--- config.mk ---
export PLATFORM = sky130hd
export DESIGN_NAME = timer_pin_ctrl
export DESIGN_NICKNAME = d
export VERILOG_FILES = /design/src/rtl/timer_pin_pkg.sv /design/src/rtl/pin_sync.sv /design/src/rtl/pin_capture.sv /design/src/rtl/pin_drive.sv /design/src/rtl/timer_pin_ctrl.sv
export SDC_FILE = /design/constraint.sdc
export NUM_CORES = 1
export LEC_CHECK = 0
export BUFFER_PORTS_ARGS = -buffer_cell sky130_fd_sc_hd__buf_4
export CAP_MARGIN = 10
export CORE_UTILIZATION = 46
export CTS_BUF_LIST = sky130_fd_sc_hd__clkbuf_2 sky130_fd_sc_hd__clkbuf_4 sky130_fd_sc_hd__clkbuf_8
export DETAILED_ROUTE_END_ITERATION = 12
export HOLD_SLACK_MARGIN = 0.12
export PLACE_DENSITY = 0.83
export REMOVE_ABC_BUFFERS = 1
export SYNTH_ARGS = -nofsm -noshare
export SYNTH_HDL_FRONTEND = slang
export SYNTH_SLANG_ARGS = --single-unit
--- constraint.sdc ---
create_clock -name clk -period 1.45 [get_ports clk]
set_input_delay 0.0725 -clock clk [delete_from_list [all_inputs] [get_ports clk]]
set_output_delay 0.0725 -clock clk [all_outputs]
set_load 0.03 [all_outputs]
--- src/rtl/timer_pin_pkg.sv ---
package timer_pin_pkg;

  localparam int REG_W = 32;

  localparam logic [2:0] MS_OFF     = 3'd0;
  localparam logic [2:0] MS_CAPTURE = 3'd1;
  localparam logic [2:0] MS_COMPARE = 3'd2;
  localparam logic [2:0] MS_PWM     = 3'd3;
  localparam logic [2:0] MS_GPIO    = 3'd4;

  localparam logic [1:0] ADDR_MODE   = 2'd0;
  localparam logic [1:0] ADDR_STATUS = 2'd1;
  localparam logic [1:0] ADDR_CAPT   = 2'd2;

  localparam int LEVEL_BIT = 8;

  typedef struct packed {
    logic [1:0] edge_sel;
    logic       open_drain;
    logic       irq_en;
    logic [1:0] gpio_ctl;
    logic [2:0] sel;
  } mode_t;

  function automatic mode_t mode_from_word(input logic [REG_W-1:0] w);
    mode_t m;
    m.sel        = w[2:0];
    m.gpio_ctl   = w[5:4];
    m.irq_en     = w[8];
    m.open_drain = w[9];
    m.edge_sel   = w[17:16];
    return m;
  endfunction

  function automatic logic [REG_W-1:0] mode_to_word(input mode_t m);
    logic [REG_W-1:0] w;
    w        = '0;
    w[2:0]   = m.sel;
    w[5:4]   = m.gpio_ctl;
    w[8]     = m.irq_en;
    w[9]     = m.open_drain;
    w[17:16] = m.edge_sel;
    return w;
  endfunction

endpackage

--- src/rtl/pin_sync.sv ---
module pin_sync #(
  parameter int STAGES = 2
) (
  input  logic clk,
  input  logic rst_n,
  input  logic pin_in,
  output logic level,
  output logic rise,
  output logic fall
);

  logic [STAGES-1:0] chain_q, chain_d;
  logic              prev_q,  prev_d;

  generate
    if (STAGES == 1) begin : g_single
      always_comb chain_d = pin_in;
    end else begin : g_multi
      always_comb chain_d = {chain_q[STAGES-2:0], pin_in};
    end
  endgenerate

  always_comb begin
    prev_d = chain_q[STAGES-1];
  end

  always_ff @(posedge clk or negedge rst_n) begin
    if (!rst_n) begin
      chain_q <= '0;
      prev_q  <= 1'b0;
    end else begin
      chain_q <= chain_d;
      prev_q  <= prev_d;
    end
  end

  assign level = chain_q[STAGES-1];
  assign rise  = chain_q[STAGES-1] & ~prev_q;
  assign fall  = ~chain_q[STAGES-1] & prev_q;

endmodule

--- src/rtl/pin_capture.sv ---
module pin_capture #(
  parameter int CNT_W  = 16,
  parameter int FLAG_W = 4
) (
  input  logic              clk,
  input  logic              rst_n,
  input  logic              arm,
  input  logic [1:0]        edge_sel,
  input  logic              rise,
  input  logic              fall,
  input  logic [CNT_W-1:0]  count_in,
  input  logic              clr_en,
  input  logic [FLAG_W-1:0] clr_mask,
  output logic [FLAG_W-1:0] flags,
  output logic [CNT_W-1:0]  cap_value,
  output logic              cap_evt
);

  logic [CNT_W-1:0]  cap_q,   cap_d;
  logic [FLAG_W-1:0] flags_q, flags_d;
  logic [FLAG_W-1:0] set_vec;

  always_comb begin
    cap_evt = arm & ((edge_sel[0] & rise) | (edge_sel[1] & fall));
    cap_d   = cap_evt ? count_in : cap_q;
  end

  genvar gi;
  generate
    for (gi = 0; gi < FLAG_W; gi++) begin : g_flag
      if (gi == 0) begin : g_src
        assign set_vec[gi] = cap_evt;
      end else begin : g_nosrc
        assign set_vec[gi] = 1'b0;
      end
      always_comb begin
        flags_d[gi] = (flags_q[gi] & ~(clr_en & clr_mask[gi])) | set_vec[gi];
      end
    end
  endgenerate

  always_ff @(posedge clk or negedge rst_n) begin
    if (!rst_n) begin
      cap_q   <= '0;
      flags_q <= '0;
    end else begin
      cap_q   <= cap_d;
      flags_q <= flags_d;
    end
  end

  assign flags     = flags_q;
  assign cap_value = cap_q;

endmodule

--- src/rtl/pin_drive.sv ---
module pin_drive
  import timer_pin_pkg::*;
(
  input  mode_t mode,
  output logic  pin_out,
  output logic  pin_oe
);

  logic want_drive;
  logic input_only;

  always_comb begin
    input_only = (mode.edge_sel != 2'b00);
    want_drive = (mode.sel == MS_GPIO) && mode.gpio_ctl[1] && !input_only;
    pin_oe     = want_drive && !(mode.open_drain && mode.gpio_ctl[0]);
    pin_out    = pin_oe && mode.gpio_ctl[0] && !mode.open_drain;
  end

endmodule

--- src/rtl/timer_pin_ctrl.sv ---
module timer_pin_ctrl
  import timer_pin_pkg::*;
#(
  parameter int CNT_W       = 16,
  parameter int FLAG_W      = 4,
  parameter int SYNC_STAGES = 2
) (
  input  logic             clk,
  input  logic             rst_n,
  input  logic             wr_en,
  input  logic [1:0]       reg_addr,
  input  logic [31:0]      wr_data,
  output logic [31:0]      rd_data,
  input  logic [CNT_W-1:0] count_in,
  input  logic             pin_in,
  output logic             pin_out,
  output logic             pin_oe,
  output logic             irq
);

  localparam int PAD_W = REG_W - CNT_W;

  logic [1:0]        rst_pipe_q, rst_pipe_d;
  logic              rst_sync_n;
  mode_t             mode_q, mode_d;
  logic              level, rise, fall;
  logic [FLAG_W-1:0] flags;
  logic [CNT_W-1:0]  cap_value;
  logic              cap_evt;
  logic              mode_wr, status_wr;
  logic [REG_W-1:0]  status_word;

  always_comb rst_pipe_d = {rst_pipe_q[0], 1'b1};

  always_ff @(posedge clk or negedge rst_n) begin
    if (!rst_n) rst_pipe_q <= 2'b00;
    else        rst_pipe_q <= rst_pipe_d;
  end

  assign rst_sync_n = rst_pipe_q[1];

  always_comb begin
    mode_wr   = wr_en && (reg_addr == ADDR_MODE);
    status_wr = wr_en && (reg_addr == ADDR_STATUS);
    mode_d    = mode_wr ? mode_from_word(wr_data) : mode_q;
  end

  always_ff @(posedge clk or negedge rst_sync_n) begin
    if (!rst_sync_n) mode_q <= '0;
    else             mode_q <= mode_d;
  end

  pin_sync #(.STAGES(SYNC_STAGES)) u_sync (
    .clk    (clk),
    .rst_n  (rst_sync_n),
    .pin_in (pin_in),
    .level  (level),
    .rise   (rise),
    .fall   (fall)
  );

  pin_capture #(.CNT_W(CNT_W), .FLAG_W(FLAG_W)) u_capt (
    .clk       (clk),
    .rst_n     (rst_sync_n),
    .arm       (mode_q.sel == MS_CAPTURE),
    .edge_sel  (mode_q.edge_sel),
    .rise      (rise),
    .fall      (fall),
    .count_in  (count_in),
    .clr_en    (status_wr),
    .clr_mask  (wr_data[FLAG_W-1:0]),
    .flags     (flags),
    .cap_value (cap_value),
    .cap_evt   (cap_evt)
  );

  pin_drive u_drive (
    .mode    (mode_q),
    .pin_out (pin_out),
    .pin_oe  (pin_oe)
  );

  always_comb begin
    status_word                = '0;
    status_word[FLAG_W-1:0]    = flags;
    status_word[LEVEL_BIT]     = level;
    case (reg_addr)
      ADDR_MODE:   rd_data = mode_to_word(mode_q);
      ADDR_STATUS: rd_data = status_word;
      ADDR_CAPT:   rd_data = {{PAD_W{1'b0}}, cap_value};
      default:     rd_data = '0;
    endcase
    irq = mode_q.irq_en && (|flags);
  end

endmodule

==> metrics.md <==
| Metric | Value |
|---|---|
| Status | finished with violations |
| Violated checks | negative setup slack |
| Clock Skew | 0.0113 ns |
| Routed WL | ~4.8 mm |
| YS warnings | 0 |
| Worst min path class | in2reg |
| Critical path's slowest cell | dfrtp_1 |
| Fin. Hold Viols | 0 |
| Clock tree buffer depth | 2 |
| Final WS setup | -0.312 ns |
| Vias per cell | around 4.9 |
| IO Pins | between 80 and 90 |
| I/O Buffers | 52 |
| Tmin final | 1.76 ns |
| Site row count | 21 |
| Drt pass-1 iters | 4 |
| Clock Latency Late Sink | approximately 0.34 ns |
| Power Density | about 1300 nW/µm² |
| Net Sw Frac | 0.332 |
| Starting DRC count in detailed routing | 31 |
| Seq/Total Area, Yosys | 0.529 |
| Number of distinct library cells after synthesis | 23 |
| Switch Pwr | 1.10 mW |
| Critical path arrival | 2.00 ns |
| Maxcap violations | 0 |
| Worst endpoint required time | about 1.7 ns |
| Pins Over Slew Limit | 0 |
| Yosys reg bits | 34 |
| Clock power share | 0.175 |
| Max Fanout on Critical Path | 6 |
| P_leak | 1.28 nW |
| Power Total | 3.33 mW |
| DP HPWL | 2.58 mm |
| Post-Syn Instances | around 130 |
| Slew @ Worst Pin | 0.566 ns |
| RSZ-0062 raised after global routing | yes |
| Total gr overflow | 0 |
| Mapped Area | between 1500 and 2000 µm² |
| Initial antenna violation count | 0 |
| Number of global-route vias before repair | between 1k and 1.5k |
| R2R Setup Slk | -0.31 ns |
| First-pass GRT wire length | 6.78 mm |
| Critical-path cell list | buf_4 -> nand3b_1 -> a2111oi_4 -> buf_6 -> clkbuf_16 -> mux2_4 |
| CTS root buf | clkbuf_4 |
| ANT nets after route | 0 |
| Most common cell after layout, fill and taps aside | buf_4 |
| R2r startpoint | mode_q[8] |
| Synth Area per Inst | approximately 13 µm² |
| Htree depth | 2 |
| FMAX | around 570 MHz |
| WHS Path Cells | 3 |
| CTS clk-pin slew, worst paths | between 0.1 and 0.15 ns |
| Fill cells | 200 |
| Sequential cell area | roughly 850 µm² |
| GPL Wtd Cong | 0.807 |
| Reg2reg path depth | 6 |
| Footprint of the multi-input gates | between 700 and 800 µm² |
| Critical path buffer and inverter count | 3 |
| Crit. End Element | flip-flop |
| Worst path max stage delay | between 0.3 and 0.4 ns |
| DIE AREA | 3740 µm² |
| Setup-failing EPs final | 19 |
| WL/cell | around 17 µm |
| Largest net degree at the start of global routing | 33 |
| Layout cells sized above 1 | 0.474 |
| Internal Power | about 2.2 mW |
| Area grow syn2layout | 62.8% |
| Final net count | between 200 and 300 |
| VDD IR-drop max | just over 0.0007 V |
| Crit-path leading delay family | buffers and inverters |
| Initial Utilization | 0.482 |
| Total global-route track usage | 0.267 |
| DRC Markers | 0 |
| Clk sink count | 34 |
| Worst Hold Launch | wr_en |
| M1 WL | roughly 1.9 mm |
| Die Y-Extent | 61.1 µm |
| Hold slack | between 0.2 and 0.25 ns |
| Antenna Cells | 0 |
| Min-Delay Endpoint | u_capt.flags[3] |
| Worst setup SP type | flip-flop |
| Met2 Routed Length | 2.48 mm |
| Via count | around 1.3k |
| TritonCTS buffer count | 5 |
| Combinational Power Share | 0.390 |
| Relative slew slack | 0.622 |
| Worst reg2reg endpoint | u_capt.cap_value[7] |
| Sequential Power Share | 0.434 |
| CTS tree | yes |
| Period utilisation layout | 1.22 |
| Die width | a little over 60 µm |
| WS Path Type | reg2reg |
| Met3 routed WL | approximately 190 µm |
| Final setup TNS | -5.49 ns |
| Placeable Area | about 3300 µm² |
| CP Launch Point | mode_q[8] |
| Most frequent cells in the layout | 62 x buf_4, 33 x dfrtp_1, 29 x dlygate4sd3_1 |
| Max Used Layer | met4 |
## sequential cells by signal (all words and copies together) (netlist names)
register	count
u_capt.cap_value	16
mode_q	9
u_capt.flags	4
rst_pipe_q	2
u_sync.chain_q	2
u_sync.prev_q	1
## metrics by stage
| stage | util | instances | instance area, µm² | worst slack (ns) |
|---|---|---|---|---|
| after floorplan | - | 122 | 1530 | -0.448 |
| after global placement | 0.619 | 230 | 2060 | -0.173 |
| after detailed placement | 0.619 | 230 | 2060 | -0.211 |
| after CTS | 0.759 | 272 | 2530 | -0.259 |
| after global routing | 0.784 | 276 | 2620 | -0.374 |
| final | 0.784 | 276 | 2620 | -0.312 |
## cell type report
class                   instances  area share
clock buffers                   7      0.0225
clock inverters                 1     0.00191
inverters                       1     0.00143
multi-input cells              87       0.291
flip-flops and latches         34       0.326
well taps                      46      0.0220
repair buffers                100       0.336
## how the worst max path moves through the flow
stage | end | cells after the start
3_5_place_dp | u_capt.cap_value[9] | 4
5_1_grt | pin_oe | 5
3_3_place_gp | u_capt.cap_value[8] | 4
4_1_cts | pin_out | 5
6_report | u_capt.cap_value[7] | 6
2_1_floorplan | u_capt.cap_value[0] | 3
## synthesized netlist by cell type
cell type  instances  area [µm²]
inv_1              1        3.75
o21ai_0            4        20.0
and2_1            11        68.8
clkbuf_1           3        11.3
buf_4             14         105
a2111oi_4          1        27.5
conb_1             2        7.51
nand2_1            5        18.8
o41a_1             1        11.3
buf_6              1        11.3
and3b_1            1        8.76
a21oi_1            1        5.00
nor2_1             4        15.0
a21boi_0           3        22.5
nand3b_1           3        22.5
mux2_2            25         282
nor4b_1            1        8.76
a22o_1             1        8.76
nor2b_1            2        12.5
nor3b_1            1        7.51
a21o_2             1        8.76
dfrtp_1           34         851
mux2i_1            7        70.1
## kinds of logic after synthesis
kind of cell           synth area share
AOI/OAI and AO/OA                0.0646
muxes                             0.219
buffers and inverters            0.0817
other                           0.00467
DFF                               0.529
and+or+nand+nor                   0.101
## metal layers
metal	global-route usage	vias up
li1	-	610
met1	0.317	647
met2	0.457	69
met3	0.0546	21
met4	0.140	0
met5	0	-
## power groups by stage
stage	sequential [mW]	combinational, mW	clock, mW
6_report	1.44	1.30	0.583
5_1_grt	1.47	1.37	0.630
4_1_cts	1.41	1.20	0.581
3_5_place_dp	1.42	0.974	0
3_3_place_gp	1.40	0.942	0
2_1_floorplan	1.38	0.631	0
## what timing repair did
item,CTS,global route
hold endpoints to repair,32,0
gates resized for setup,18,13
setup endpoints to repair,18,24
setup buffers,5,4
gates cloned,0,1
hold buffers,29,0
pin swaps,4,2
## worst min-delay path, delay by kind of cell
kind | cells | cell delay (ns)
buf+inv | 1 | 0.09
simple gates | 1 | 0.25
compound gates | 1 | 0.12
Power figures use the tool's default switching activity.
